[src/rtl/cmul_pkg.sv]
package cmul_pkg;

   // Number of kept register stages, which is also the latency in cycles.
   function automatic int stage_count(input int in_en, input int pipe_en, input int out_en);
      return in_en + pipe_en + out_en;
   endfunction

   function automatic bit is_flag(input int v);
      return (v == 0) || (v == 1);
   endfunction

endpackage

[src/rtl/cmul_stage_reg.sv]
module cmul_stage_reg #(
   parameter int W  = 8,
   parameter int EN = 1
) (
   input  logic         clk,
   input  logic         ce,
   input  logic         srst,
   input  logic [W-1:0] d,
   output logic [W-1:0] q
);

   if (W < 1) begin : g_bad_w
      $error("cmul_stage_reg: W must be at least 1");
   end

   if (EN != 0) begin : g_reg
      logic [W-1:0] q_r;
      always_ff @(posedge clk) begin
         if (srst)
            q_r <= '0;
         else if (ce)
            q_r <= d;
      end
      assign q = q_r;
   end else begin : g_bypass
      assign q = d;
   end

endmodule

[src/rtl/cmul_opnd_stage.sv]
module cmul_opnd_stage #(
   parameter int W         = 8,
   parameter int USE_CHAIN = 0,
   parameter int REG_EN    = 1
) (
   input  logic         clk,
   input  logic         ce,
   input  logic         srst,
   input  logic [W-1:0] port_d,
   input  logic [W-1:0] chain_d,
   output logic [W-1:0] q
);

   logic [W-1:0] src;

   if (USE_CHAIN != 0) begin : g_from_chain
      assign src = chain_d;
   end else begin : g_from_port
      assign src = port_d;
   end

   cmul_stage_reg #(
      .W  (W),
      .EN (REG_EN)
   ) u_cap (
      .clk  (clk),
      .ce   (ce),
      .srst (srst),
      .d    (src),
      .q    (q)
   );

endmodule

[src/rtl/cmul_core.sv]
module cmul_core #(
   parameter int A_W = 9,
   parameter int B_W = 9
) (
   input  logic [A_W-1:0]     a,
   input  logic [B_W-1:0]     b,
   input  logic               is_signed,
   output logic [A_W+B_W-1:0] p
);

   localparam int P_W = A_W + B_W;

   logic [P_W-1:0] a_ext;
   logic [P_W-1:0] b_ext;
   logic           a_fill;
   logic           b_fill;

   // Widening both operands to the full product width makes the
   // truncated unsigned product equal the two's-complement product.
   assign a_fill = is_signed & a[A_W-1];
   assign b_fill = is_signed & b[B_W-1];
   assign a_ext  = {{B_W{a_fill}}, a};
   assign b_ext  = {{A_W{b_fill}}, b};
   assign p      = a_ext * b_ext;

endmodule

[src/rtl/cfg_mult_cell.sv]
module cfg_mult_cell
   import cmul_pkg::*;
#(
   parameter int A_W         = 9,
   parameter int B_W         = 9,
   parameter int IN_REG_EN   = 1,
   parameter int PIPE_REG_EN = 1,
   parameter int OUT_REG_EN  = 1,
   parameter int A_SRC_CHAIN = 0,
   parameter int B_SRC_CHAIN = 0
) (
   input  logic               clk,
   input  logic               ce,
   input  logic               srst,
   input  logic [A_W-1:0]     a_in,
   input  logic [B_W-1:0]     b_in,
   input  logic [A_W-1:0]     a_chain_in,
   input  logic [B_W-1:0]     b_chain_in,
   input  logic               is_signed,
   output logic [A_W-1:0]     a_chain_out,
   output logic [B_W-1:0]     b_chain_out,
   output logic [A_W+B_W-1:0] product
);

   localparam int P_W     = A_W + B_W;
   localparam int LATENCY = stage_count(IN_REG_EN, PIPE_REG_EN, OUT_REG_EN);

   if (A_W < 2 || B_W < 2) begin : g_bad_width
      $error("cfg_mult_cell: operand widths must be at least 2");
   end
   if (!is_flag(IN_REG_EN) || !is_flag(PIPE_REG_EN) || !is_flag(OUT_REG_EN)) begin : g_bad_stage
      $error("cfg_mult_cell: stage enables must be 0 or 1");
   end
   if (!is_flag(A_SRC_CHAIN) || !is_flag(B_SRC_CHAIN)) begin : g_bad_src
      $error("cfg_mult_cell: source selects must be 0 or 1");
   end
   if (LATENCY > 3) begin : g_bad_lat
      $error("cfg_mult_cell: latency out of range");
   end

   logic [A_W-1:0] a_cap;
   logic [B_W-1:0] b_cap;
   logic           sgn_cap;
   logic [P_W-1:0] prod_raw;
   logic [P_W-1:0] prod_pipe;

   cmul_opnd_stage #(
      .W         (A_W),
      .USE_CHAIN (A_SRC_CHAIN),
      .REG_EN    (IN_REG_EN)
   ) u_opnd_a (
      .clk     (clk),
      .ce      (ce),
      .srst    (srst),
      .port_d  (a_in),
      .chain_d (a_chain_in),
      .q       (a_cap)
   );

   cmul_opnd_stage #(
      .W         (B_W),
      .USE_CHAIN (B_SRC_CHAIN),
      .REG_EN    (IN_REG_EN)
   ) u_opnd_b (
      .clk     (clk),
      .ce      (ce),
      .srst    (srst),
      .port_d  (b_in),
      .chain_d (b_chain_in),
      .q       (b_cap)
   );

   // The mode bit travels with the operands through the capture stage.
   cmul_stage_reg #(
      .W  (1),
      .EN (IN_REG_EN)
   ) u_sgn_cap (
      .clk  (clk),
      .ce   (ce),
      .srst (srst),
      .d    (is_signed),
      .q    (sgn_cap)
   );

   cmul_core #(
      .A_W (A_W),
      .B_W (B_W)
   ) u_core (
      .a         (a_cap),
      .b         (b_cap),
      .is_signed (sgn_cap),
      .p         (prod_raw)
   );

   cmul_stage_reg #(
      .W  (P_W),
      .EN (PIPE_REG_EN)
   ) u_pipe (
      .clk  (clk),
      .ce   (ce),
      .srst (srst),
      .d    (prod_raw),
      .q    (prod_pipe)
   );

   cmul_stage_reg #(
      .W  (P_W),
      .EN (OUT_REG_EN)
   ) u_out (
      .clk  (clk),
      .ce   (ce),
      .srst (srst),
      .d    (prod_pipe),
      .q    (product)
   );

   assign a_chain_out = a_cap;
   assign b_chain_out = b_cap;

endmodule

[config.mk]
export PLATFORM = sky130hd
export DESIGN_NAME = cfg_mult_cell
export DESIGN_NICKNAME = d
export VERILOG_FILES = /design/src/rtl/cmul_pkg.sv /design/src/rtl/cmul_stage_reg.sv /design/src/rtl/cmul_opnd_stage.sv /design/src/rtl/cmul_core.sv /design/src/rtl/cfg_mult_cell.sv
export SDC_FILE = /design/constraint.sdc
export NUM_CORES = 1
export LEC_CHECK = 0
export BUFFER_PORTS_ARGS = -buffer_cell sky130_fd_sc_hd__buf_2
export CAP_MARGIN = 30
export CORE_MARGIN = 5
export CORE_UTILIZATION = 40
export CTS_BUF_LIST = sky130_fd_sc_hd__clkbuf_2 sky130_fd_sc_hd__clkbuf_4 sky130_fd_sc_hd__clkbuf_8
export CTS_CLUSTER_SIZE = 30
export DETAILED_ROUTE_END_ITERATION = 10
export SYNTH_ARGS = -nofsm -noshare
export SYNTH_HDL_FRONTEND = slang
export SYNTH_SLANG_ARGS = --single-unit
[constraint.sdc]
create_clock -name clk -period 15.7 [get_ports clk]
set_input_delay 0.785 -clock clk [delete_from_list [all_inputs] [get_ports clk]]
set_output_delay 0.785 -clock clk [all_outputs]
set_load 0.02 [all_outputs]
; ---- Word level (Yosys, flattened, before mapping)
; Cells that the tools add are included.
; Widths: inputs -> output; s select.
[word_totals]
mem_bits_ro = 0
reg_bits = 55
output_inout_bits = 36
latchBits = 0
mem_bits_rw = 0
memories = 0
input_bits = 40
elab_cells = 8
[classes]
shifts = 0
n_addsub = 0
multipliers = 1
muxes = 0
bitwise = 2
div = 0
eq_ne = 0
n_reduce_logical = 0
order_cmp = 0
[op_table]
columns = cell, count
row1 = $mul 10x10->18, 1
row2 = $and 1x1->1, 2

; ---- Logic depth before layout (Yosys ltp)
[depth]
word_depth = 2
ltp_mapped = 19
ltp_nobuf = 18

; ---- By module
; Synthesis repeated with hierarchy kept, for this count alone.
[hier_totals]
hier_cells = 605
hier_area_um2 = 5691.7
[by_module_without_submodules]
columns = mod, n_inst, seq_area_each_um2, cells_per_inst, area_per_inst_um2
row1 = cmul_core, 1, 0.0, 428, 3721.1
row2 = cmul_stage_reg (u_out ...), 2, 360.3, 58, 649.4
row3 = cmul_stage_reg (u_opnd_a.u_cap ...), 2, 180.2, 29, 319.1
row4 = cmul_stage_reg (u_sgn_cap), 1, 20.0, 3, 33.8

; ---- Worst setup path before layout
; Ideal clock, no wire load.
[synth_path]
path_kind = register to register
from = register u_opnd_b.u_cap.g_reg.q_r[1] (netlist: u_opnd_b.u_cap.q[1])
to = register u_pipe.g_reg.q_r[16] (netlist: u_pipe.q[16])
arrival_time_ns = 5.115
path_stages_with_launch = 20
setup_slack_ns = 10.497
required_time_ns = 15.612
path_buffers = 1
synth_period_minus_slack_ns = 5.203
setup_time_ns = 0.088
cell_sequence = dfxtp_1 > clkbuf_1 > nand2_1 > fa_1 > inv_1 > fa_1 > inv_1 > fa_1 > inv_1 > fa_1 > inv_1 > fa_1 > inv_1 > ha_1 > o21ai_1 > nor2_2 > a221oi_4 > a31o_4 > mux2_4 > o32ai_2
[synth_between]
elab_chain_cells = 1
[synth_rtl]
columns = element, line_no
row1 = "start, declared", cmul_stage_reg.sv:17  ; logic [W-1:0] q_r;
row2 = "start signal, assigned", cmul_stage_reg.sv:20  ; q_r <= '0;
row3 = "start signal, assigned", cmul_stage_reg.sv:22  ; q_r <= d;
row4 = $mul 10x10->18, cmul_core.sv:24  ; assign p = a_ext * b_ext;
row5 = "end signal, assigned", cmul_stage_reg.sv:20
row6 = "end signal, assigned", cmul_stage_reg.sv:22
row7 = "end, declared", cmul_stage_reg.sv:17
; No other way between the ends.
; A chain may end at the register's enable or synchronous reset.

; ---- Final worst setup path
[layout_path]
from = register u_opnd_b.u_cap.g_reg.q_r[8] (netlist: u_opnd_b.u_cap.q[8])
to = register u_pipe.g_reg.q_r[16] (netlist: u_pipe.q[16])
[layout_between]
elab_chain_cells = 2
[layout_rtl]
columns = element, line_no
row1 = $and 1x1->1, cmul_core.sv:21  ; assign b_fill = is_signed & b[B_W-1];
row2 = $mul 10x10->18 (*), cmul_core.sv:24
; Every way passes the cells marked *; elsewhere a longest branch is shown, timed or not.

==> summary.md <==
| Metric | Value |
|---|---|
| Status | `complete, no violations` |
| Met1 usage | `19.01%` |
| Slew Limit Fails | `0` |
| Combinational share of power | `24.2%` |
| FMAX | `0.1802 GHz` |
| Flop pwr share | `49.1%` |
| H-tree lvl count | `2` |
| Via count | `4116` |
| Synth Register Bits | `55` |
| Cells on Worst Hold Path | `2` |
| Crit start category | `flip-flop` |
| GRT met2 Usage | `26.77%` |
| FFs w/ async S/R, synth | `0%` |
| Netlist Area Pre-Place | `5710 sq um` |
| Cell Pwr Density | `52.71 nW/um^2` |
| Site row count | `43` |
| Worst Skew | `13.32 ps` |
| Die height | `129.5 microns` |
| Via/cell ratio | `4.965` |
| Die width | `129.5 microns` |
| Max Root-Sink Buffers | `2` |
| Final Hold Fails | `0` |
| Slew of the pin with the lowest slew margin | `981.8 ps` |
| Area grow syn2layout | `8.370%` |
| RSZ-0062 raised after global routing | `no` |
| Hold Crit Class | `flip-flop to flip-flop` |
| GR Util met3 | `2.308%` |
| Leakage power figure | `3.229 nW` |
| Die footprint | `16770 sq um` |
| Slew headroom | `34.55%` |
| Mapped Cells | `617` |
| First-pass GRT wire length | `20330 microns` |
| Post-CTS setup buffer count | `0` |
| Clock Latency Late Sink | `340 ps` |
| Share of cells above drive strength 1 | `12.63%` |
| MaxCap Viol Count | `0` |
| Io pins | `76` |
| GP Congestion | `0.8256` |
| Internal | `0.2134 mW` |
| Core Footprint | `13930 sq um` |
| Worst Path Required | `15940 ps` |
| I/O Buffers | `57` |
| Clk root buf | `clkbuf_8` |
| Num CTS Buffers | `5` |
| Final WL | `11760 microns` |
| Seq/Total Area, Yosys | `19.28%` |
| Starting density of the core | `40.98%` |
| Critical R2R Capture | `u_pipe.q[16]` |
| Crit Reg-Reg Startpoint | `u_opnd_b.u_cap.q[8]` |
| Switching part of the total | `34.57%` |
| Mean Syn Cell Area | `9.255 sq um` |
| WL/cell | `14.19 microns` |
| CTS Hold Bufs | `0` |
| VDD IR max | `0.00003925 V` |
| Final setup vio count | `0` |
| Tmin final | `5548 ps` |
| Total grt overflow | `0` |
| Number of instances in the placed design | `821` |
| Worst-path clk slew | `100 ps` |
| Largest net degree at the start of global routing | `58` |
| Finished Layout Cells | `829` |
| DRC viols | `0` |
| N_diodes | `0` |
| Critical Path Start | `u_opnd_b.u_cap.q[8]` |
| Hold_sp | `u_pipe.q[15]` |
| Antenna viol nets, final | `0` |
| Initial drt markers | `147` |
| Synth Flop Type | `dfxtp_1` |
| Nets | `815` |
| Vias in the first global route | `4272` |
| Post-synth top area cell | `fa_1` |
| Hold endpoint | `u_pipe.q[15]` |
| Setup_tns | `0 ps` |
| Synth area leaders | `fa_1 29%, dfxtp_1 19%, ha_1 9.9%` |
| TritonCTS clock tree | `built` |
| Post-DP HPWL | `9433 microns` |
| CP arrival | `5790 ps` |
| Unique masters post-synth | `45` |
| Drt pass-1 iters | `4` |
| Clock power frac | `26.7%` |
| Grt peak-use layer | `met2` |
| Initial antenna violation count | `0` |
| Share of the synthesized area in the top cell type | `28.75%` |
| Net Switching | `0.1128 mW` |
| Worst setup path class | `flip-flop to flip-flop` |
| Syn_nets | `784` |
| Crit share post-route | `35.34%` |
| R2r worst-path depth | `17` |
| YS warnings | `0` |
| Crit Path Max Fanout | `13` |
| Setup crit end kind | `flip-flop` |
| Post-cts sizing count | `0` |
| Gr usage total | `15.20%` |
| Number of clock sinks | `55` |
| Reg-to-reg slack, setup | `10150 ps` |
| Post-synth EDFFs | `0` |
synth_stat cells, types with 2 or more instances:
cell,number
o21ai_1,7
or2_2,3
a21oi_1,12
and3_1,3
nand2b_1,4
o31ai_1,2
fa_1,82
buf_2,7
a211oi_1,5
dfxtp_1,55
clkbuf_1,27
nor2_1,58
inv_2,2
and2_1,42
mux2i_1,47
xnor2_1,16
nand2_1,49
o211ai_1,2
a21o_1,4
inv_1,111
ha_1,45
xor2_1,3
o21ai_0,2
nand3_1,8
stage by stage:
stage / hold slack (ps) / power [mW] / area (sq um) / util, % / setup slack [ps]
final: 463.4 / 0.3262 / 6188 / 44.41 / 10150
after global routing: 483.3 / 0.3507 / 6188 / 44.41 / 9931
after CTS: 463.7 / 0.3343 / 6188 / 44.41 / 10130
after detailed placement: 445.5 / 0.2444 / 6092 / 43.72 / 10160
after global placement: 441.2 / 0.2423 / 6092 / 43.72 / 10190
after floorplan: 424.8 / 0.2206 / 5710 / - / 10500
layout make-up:
type / count / area [sq um]
clock buffers: 5 / 68.82
flip-flops and latches: 55 / 1101
fillers: 1379 / 7746
repair buffers: 58 / 292.8
well taps: 180 / 225.2
multi-input cells: 415 / 4049
inverters: 113 / 424.2
clock inverters: 3 / 27.53
routing by layer:
layer  vias up  part of all wire [%]
met1      2050                    42
li1       1959                     -
met5         -                     0
met4         0                   1.9
met2        94                    51
met3        13                   5.2
registers in the layout, indices dropped and copies added (netlist names):
signal	flops
u_out.q	18
u_pipe.q	18
u_opnd_b.u_cap.q	9
u_opnd_a.u_cap.q	9
u_sgn_cap.q	1
worst max-delay path by stage:
stage,depth (start not counted),to
floorplan,19,u_pipe.q[16]
global placement,17,u_pipe.q[16]
detailed placement,17,u_pipe.q[16]
CTS,17,u_pipe.q[16]
global route,17,u_pipe.q[16]
finish,17,u_pipe.q[16]
kinds of logic (layout without fill, tap and decap cells):
group / count (synthesis) / count (layout) / share of synthesized area (%)
flip-flops: 55 / 55 / 19.28
XOR/XNOR: 20 / 20 / 3.308
adder cells (fa/ha/maj): 127 / 127 / 38.61
AND/OR/NAND/NOR: 174 / 174 / 14.42
buffers and inverters: 147 / 179 / 9.816
multiplexers: 48 / 48 / 8.501
AO/OA/AOI/OAI: 46 / 46 / 6.070
cell usage in the layout, fill, tap and decap left out, types with 2 or more instances in the layout:
master / n
a211oi_1: 5
o211ai_1: 2
and3_1: 3
o21ai_1: 7
inv_2: 2
nand2b_1: 4
a21oi_1: 12
inv_1: 111
a21o_1: 4
or2_2: 3
dfxtp_1: 55
mux2i_1: 47
nand3_1: 8
xnor2_1: 16
ha_1: 45
xor2_1: 3
nor2_1: 58
clkbuf_8: 5
and2_1: 42
buf_2: 57
o21ai_0: 2
nand2_1: 49
o31ai_1: 2
fa_1: 82
worst max-delay path: stages (launching register included):
cell and delay, ps:
dfxtp_1 610, nand2_1 330, or2_2 380, fa_1 450
fa_1 490, inv_1 50, fa_1 450, fa_1 510
inv_1 60, fa_1 520, inv_1 40, ha_1 380
o21ai_1 140, nor2_2 60, a221oi_4 360, a31o_4 230
mux2_4 300, o32ai_2 90
power by group through the flow:
| stage | sequential (mW) | clock, mW | combinational, mW |
|---|---|---|---|
| floorplan | 0.158 | 0 | 0.0625 |
| global placement | 0.163 | 0 | 0.0790 |
| detailed placement | 0.164 | 0 | 0.0809 |
| CTS | 0.160 | 0.0927 | 0.0812 |
| global route | 0.162 | 0.0989 | 0.0896 |
| finish | 0.160 | 0.0870 | 0.0791 |
Note: power is estimated with default switching activity, not from simulation.
